<file path="config.mk">
export PLATFORM = sky130hd
export DESIGN_NAME = mailbox_csr
export DESIGN_NICKNAME = d
export VERILOG_FILES = /design/src/rtl/mailbox_csr.sv
export SDC_FILE = /design/constraint.sdc
export NUM_CORES = 1
export LEC_CHECK = 0
export CAP_MARGIN = 20
export CORE_UTILIZATION = 45
export DETAILED_ROUTE_END_ITERATION = 10
export GPL_TIMING_DRIVEN = 0
export PLACE_DENSITY = 0.71
export SLEW_MARGIN = 5
export SYNTH_ARGS = -nofsm -noshare
export SYNTH_HDL_FRONTEND = slang
export SYNTH_SLANG_ARGS = --single-unit
</file>
<file path="constraint.sdc">
create_clock -name clk -period 5.7 [get_ports clk]
set_input_delay 0.57 -clock clk [delete_from_list [all_inputs] [get_ports clk]]
set_output_delay 0.57 -clock clk [all_outputs]
set_load 0.01 [all_outputs]
</file>
<file path="src/rtl/mailbox_csr.sv">
module mailbox_csr #(
  parameter int H2C_DEPTH = 5,
  parameter int C2H_DEPTH = 4
) (
  input  logic        clk,
  input  logic        rst_n,
  input  logic        h_wr,
  input  logic        h_rd,
  input  logic [1:0]  h_addr,
  input  logic [31:0] h_wdata,
  output logic [31:0] h_rdata,
  output logic        h_irq,
  output logic [31:0] c_hcsr,
  output logic [31:0] c_status,
  output logic [31:0] c_rdata,
  input  logic        c_pop,
  input  logic        c_push,
  input  logic [31:0] c_wdata,
  input  logic        c_ready,
  input  logic        c_ring,
  output logic        c_doorbell
);
  localparam int HIW = (H2C_DEPTH > 1) ? $clog2(H2C_DEPTH) : 1;
  localparam int CIW = (C2H_DEPTH > 1) ? $clog2(C2H_DEPTH) : 1;
  localparam logic [7:0] HD = 8'(H2C_DEPTH);
  localparam logic [7:0] CD = 8'(C2H_DEPTH);
  localparam logic [HIW-1:0] HLAST = HIW'(H2C_DEPTH - 1);
  localparam logic [CIW-1:0] CLAST = CIW'(C2H_DEPTH - 1);

  logic [31:0] h_mem [H2C_DEPTH];
  logic [31:0] c_mem [C2H_DEPTH];
  logic [7:0] hw_ptr, hr_ptr, cw_ptr, cr_ptr;
  logic [HIW-1:0] hw_ix, hr_ix;
  logic [CIW-1:0] cw_ix, cr_ix;
  logic ie, is_q, rdy, rst_q, ovf, crdy_prev;

  wire [7:0] h_cnt = hw_ptr - hr_ptr;
  wire [7:0] c_cnt = cw_ptr - cr_ptr;
  wire h_full = (h_cnt == HD);
  wire c_full = (c_cnt == CD);
  wire h_empty = (h_cnt == 8'd0);
  wire c_empty = (c_cnt == 8'd0);

  wire csr_wr   = h_wr && h_addr == 2'd0;
  wire win_wr   = h_wr && h_addr == 2'd1 && !rst_q;
  wire h_push   = win_wr && !h_full;
  wire h_drop   = win_wr && h_full;
  wire win_rd   = h_rd && h_addr == 2'd2 && !rst_q && !c_empty;
  wire cpop_ok  = c_pop && !h_empty && !rst_q;
  wire cpush_ok = c_push && !c_full && !rst_q;
  wire rst_next = csr_wr ? h_wdata[4] : rst_q;
  wire clear_q  = rst_q || rst_next;
  wire crdy     = c_ready && !rst_q;

  assign c_hcsr   = {HD, hw_ptr, hr_ptr, 2'b00, ovf, rst_q, rdy, 1'b0, is_q, ie};
  assign c_status = {CD, cw_ptr, cr_ptr, 4'b0000, crdy, 3'b000};
  assign c_rdata  = h_empty ? 32'd0 : h_mem[hr_ix];
  assign h_irq    = is_q && ie;

  always_comb begin
    case (h_addr)
      2'd0:    h_rdata = c_hcsr;
      2'd2:    h_rdata = c_empty ? 32'd0 : c_mem[cr_ix];
      2'd3:    h_rdata = c_status;
      default: h_rdata = 32'd0;
    endcase
  end

  always_ff @(posedge clk) begin
    if (h_push) h_mem[hw_ix] <= h_wdata;
    if (cpush_ok) c_mem[cw_ix] <= c_wdata;
  end

  always_ff @(posedge clk) begin
    if (!rst_n || clear_q) begin
      hw_ptr <= '0; hr_ptr <= '0; cw_ptr <= '0; cr_ptr <= '0;
      hw_ix  <= '0; hr_ix  <= '0; cw_ix  <= '0; cr_ix  <= '0;
    end else begin
      if (h_push) begin
        hw_ptr <= hw_ptr + 8'd1;
        hw_ix  <= (hw_ix == HLAST) ? '0 : hw_ix + 1'b1;
      end
      if (cpop_ok) begin
        hr_ptr <= hr_ptr + 8'd1;
        hr_ix  <= (hr_ix == HLAST) ? '0 : hr_ix + 1'b1;
      end
      if (cpush_ok) begin
        cw_ptr <= cw_ptr + 8'd1;
        cw_ix  <= (cw_ix == CLAST) ? '0 : cw_ix + 1'b1;
      end
      if (win_rd) begin
        cr_ptr <= cr_ptr + 8'd1;
        cr_ix  <= (cr_ix == CLAST) ? '0 : cr_ix + 1'b1;
      end
    end
  end

  always_ff @(posedge clk) begin
    if (!rst_n) begin
      ie <= 1'b0; is_q <= 1'b0; rdy <= 1'b0; rst_q <= 1'b0;
      ovf <= 1'b0; crdy_prev <= 1'b0; c_doorbell <= 1'b0;
    end else begin
      if (csr_wr) ie <= h_wdata[0];
      if (c_ring || crdy != crdy_prev) is_q <= 1'b1;
      else if (csr_wr && h_wdata[1]) is_q <= 1'b0;
      if (h_drop) ovf <= 1'b1;
      else if (csr_wr && h_wdata[5]) ovf <= 1'b0;
      rdy        <= (csr_wr ? h_wdata[3] : rdy) && !rst_next;
      rst_q      <= rst_next;
      crdy_prev  <= crdy;
      c_doorbell <= csr_wr && h_wdata[2];
    end
  end

  p_count_bound_r10: assert property (@(posedge clk) disable iff (!rst_n)
    h_cnt <= HD && c_cnt <= CD);
  p_full_drop_r3: assert property (@(posedge clk) disable iff (!rst_n)
    (h_wr && h_addr == 2'd1 && h_full && !rst_q) |=> ($stable(hw_ptr) && ovf));
  p_empty_read_r4: assert property (@(posedge clk) disable iff (!rst_n)
    (h_rd && h_addr == 2'd2 && c_empty && !rst_q) |=> $stable(cr_ptr));
  p_ring_sets_r6: assert property (@(posedge clk) disable iff (!rst_n)
    c_ring |=> is_q);
  p_doorbell_r7: assert property (@(posedge clk) disable iff (!rst_n)
    c_doorbell |-> $past(h_wr && h_addr == 2'd0 && h_wdata[2]));
  p_reset_hold_r8: assert property (@(posedge clk) disable iff (!rst_n)
    rst_q |-> (hw_ptr == 8'd0 && cw_ptr == 8'd0 && hr_ptr == 8'd0 &&
               cr_ptr == 8'd0 && !rdy && !c_status[3]));
endmodule

</file>
==> summary.md <==
| Metric | Value |
|---|---|
| Status | finished, final reports clean |
| Routability cong. | a little under 0.9 |
| Top post-synthesis cells by count | edfxtp_1 (288), mux4_2 (64), nor2_1 (60), dfxtp_1 (54), a21oi_1 (53) |
| FF-to-FF Start | hr_ptr[0] |
| Synth Register Bits | roughly 340 |
| Total Routing Usage GR | a little over 20% |
| Placed inst area | around 0.017 mm2 |
| VDD IR max | roughly 260 uV |
| Via density | roughly 5.3 |
| Ys Warns | 0 |
| Wire length of the first global-routing pass | about 52 mm |
| Synth Instances | 958 |
| Largest fanout on the critical path | 10 |
| Clock tree sinks | 342 |
| Clk slew on worst S/H paths | about 60 ps |
| Site row count | 65 |
| Top FF cell, synth | edfxtp_1 |
| Area grow syn2layout | 26.1% |
| CTS tree | built |
| Number of synthesized flops with an enable pin | about 290 |
| Power per cell area | between 300 and 400 mW/mm2 |
| Area of the mapped netlist | 0.0146 mm2 |
| Antenna viol nets, final | 0 |
| Initial antenna violation count | 3 |
| Initial Utilization | around 46% |
| Crit start category | flop |
| CTS buffer count | 36 |
| Area of the multi-input gates | roughly 0.0045 mm2 |
| Relative slew slack | 39.5% |
| # IOs | between 200 and 250 |
| Fillers | between 2,000 and 2,500 |
| Gr ovfl total | 0 |
| # resized after CTS | 0 |
| Worst setup path startpoint | hr_ptr[0] |
| Post-CTS Setup Bufs | 0 |
| Finished Core Util | 58.1% |
| Design area | between 0.015 and 0.02 mm2 |
| Die W | around 180 um |
| Worst min-delay path category | reg2reg |
| Worst slew pin tran | 904 ps |
| Maximum root-to-sink buffer count | 3 |
| First-iteration detailed-routing DRC count | roughly 740 |
| Final nets | between 1,000 and 1,500 |
| CP required | 5130 ps |
| Hold Violations, Final | 0 |
| DP HPWL | roughly 24 mm |
| Synth area leader | edfxtp_1 |
| Input/output buffers | 176 |
| Clk_skew | ~14 ps |
| Post-synth ARST share | 0% |
| Slew Limit Fails | 0 |
| Core ar. | around 0.032 mm2 |
| Leak | approximately 6 nW |
| Die H | between 150 and 200 um |
| DRT Pass-1 Iters | 5 |
| Unrepaired setup endpoints after global routing | no |
| Clk root buf | clkbuf_16 |
| Residual DRC | 0 |
| Die area | between 0.03 and 0.04 mm2 |
| Synth unique cells | 68 |
| Most common cell in the synthesized netlist | edfxtp_1 |
| Routed WL per cell | about 20 um |
| Vias in the first global route | 8,992 |
| Register area | ~0.01 mm2 |
| Minimum clock period | slightly below 5000 ps |
| CTS hold repair buffers | 0 |
| Clk_lat worst skew | 510 ps |
| # H-tree levels | 2 |
| Top-area cell type share of the netlist area | approximately three fifths |
| Via count | ~9,000 |
| Final wirelength | between 30 and 40 mm |
| Max-Cap Viols | 0 |
| Ranking of synthesized cells by area | edfxtp_1 (59%), mux4_2 (9.8%), dfxtp_1 (7.4%) |
| Avg Inst Size Synth | between 15 and 20 um2 |
| Setup Viol. Count Final | 0 |
| Hold Path Origin | cr_ix[1] |
| Layout cells sized above 1 | 16.5% |
| Part of the cycle the worst path needs | between 80% and 90% |
| Worst setup EP type | output port |
| Seq/Total Area, Yosys | roughly two thirds |
| CP arrival | around 4400 ps |
| Hold WS | just over 500 ps |
| FMAX | roughly 0.20 GHz |
| Largest net degree at the start of global routing | 33 |
| Critical path class | reg2out |
-- area by class of cell --
class	instances	share of cell area, %
buffer	81	2.48
sequential	342	52.7
inverter	28	0.569
multi-input combinational	531	24.3
timing repair buffer	210	11.2
clock buffer	53	5.34
antenna	1	0.0135
tap	435	2.95
clock inverter	11	0.488
-- logic make-up (layout without fill, tap and decap cells) --
family / Yosys count / count (layout) / synth area share (%)
buffers and inverters: 109 / 383 / 3.84
DFF: 342 / 342 / 66.4
and+or+nand+nor: 223 / 223 / 8.20
other: 2 / 27 / 0.0513
adders and majority gates: 28 / 28 / 2.44
xor gates and xnor gates: 18 / 18 / 1.08
AOI/OAI and AO/OA: 138 / 138 / 5.79
muxes: 98 / 98 / 12.2
-- report_power, final --
group          switching, mW  internal, mW
Clock                  0.905          1.25
Combinational          0.552         0.537
Sequential            0.0440          2.81
Total                   1.50          4.59
-- stage by stage --
stage | instances | setup TNS, ps | power (mW) | worst slack, ps
after floorplan | 982 | 0 | 3.49 | 20.1
after global placement | 1593 | -531450 | 3.96 | -3080
after detailed placement | 1627 | 0 | 4.00 | 1330
after CTS | 1691 | 0 | 6.15 | 778
after global routing | 1691 | 0 | 6.34 | 575
final | 1692 | 0 | 6.09 | 775
-- worst max-delay path: stages (launching register included) --
cell and delay (ps):
dfxtp_1 570, ha_1 250, inv_1 60, fa_1 390, a211o_1 330, a221o_1 320
a211o_1 310, nor4_2 270, and2_1 190, buf_2 250, buf_2 290, nor2_1 90
clkdlybuf4s50_1 530
-- sequential cells by signal (all words and copies together), names as in the netlist, 2 cells and up, named ones only --
signal	flops
hw_ix	3
hr_ix	3
c_mem	128
cr_ptr	8
hr_ptr	8
hw_ptr	8
cw_ix	2
cr_ix	2
cw_ptr	8
h_mem	160
-- path summary, 6_finish.rpt --
path,slack (ps),end,cells past startpoint
max,770,c_rdata[18],12
min,510,cr_ix[1],2
max reg2reg,1610,h_mem[0][12],14
min reg2reg,510,cr_ix[1],2
-- cell usage in the layout (no fill, tap or decap), drive strengths merged, types with 5 or more instances in the layout --
master,n
a21oi,56
ha,27
xnor2,16
nand4,9
nor4,6
nor3b,7
nand3b,10
a21boi,6
clkdlybuf4s50,176
dfxtp,54
nand3,9
nor2b,13
and2,6
and3,21
clkinv,6
edfxtp,288
mux4,64
inv,31
nand2,40
a211oi,8
mux2i,34
clkbuf,85
o21ai,42
nand2b,9
buf,83
conb,26
nor2,61
o31ai,5
nor3,5
or3,11
or4,7
-- layer usage --
layer  GRT usage (%)  vias to the layer above  routed length (um)
met5               0                        -                  24
met4            6.25                        4                 853
met3            4.35                       60                2510
met2            34.0                      338               16400
met1            27.6                     4403               14100
li1                -                     4188                   -
Note: power is estimated with default switching activity, not from simulation.
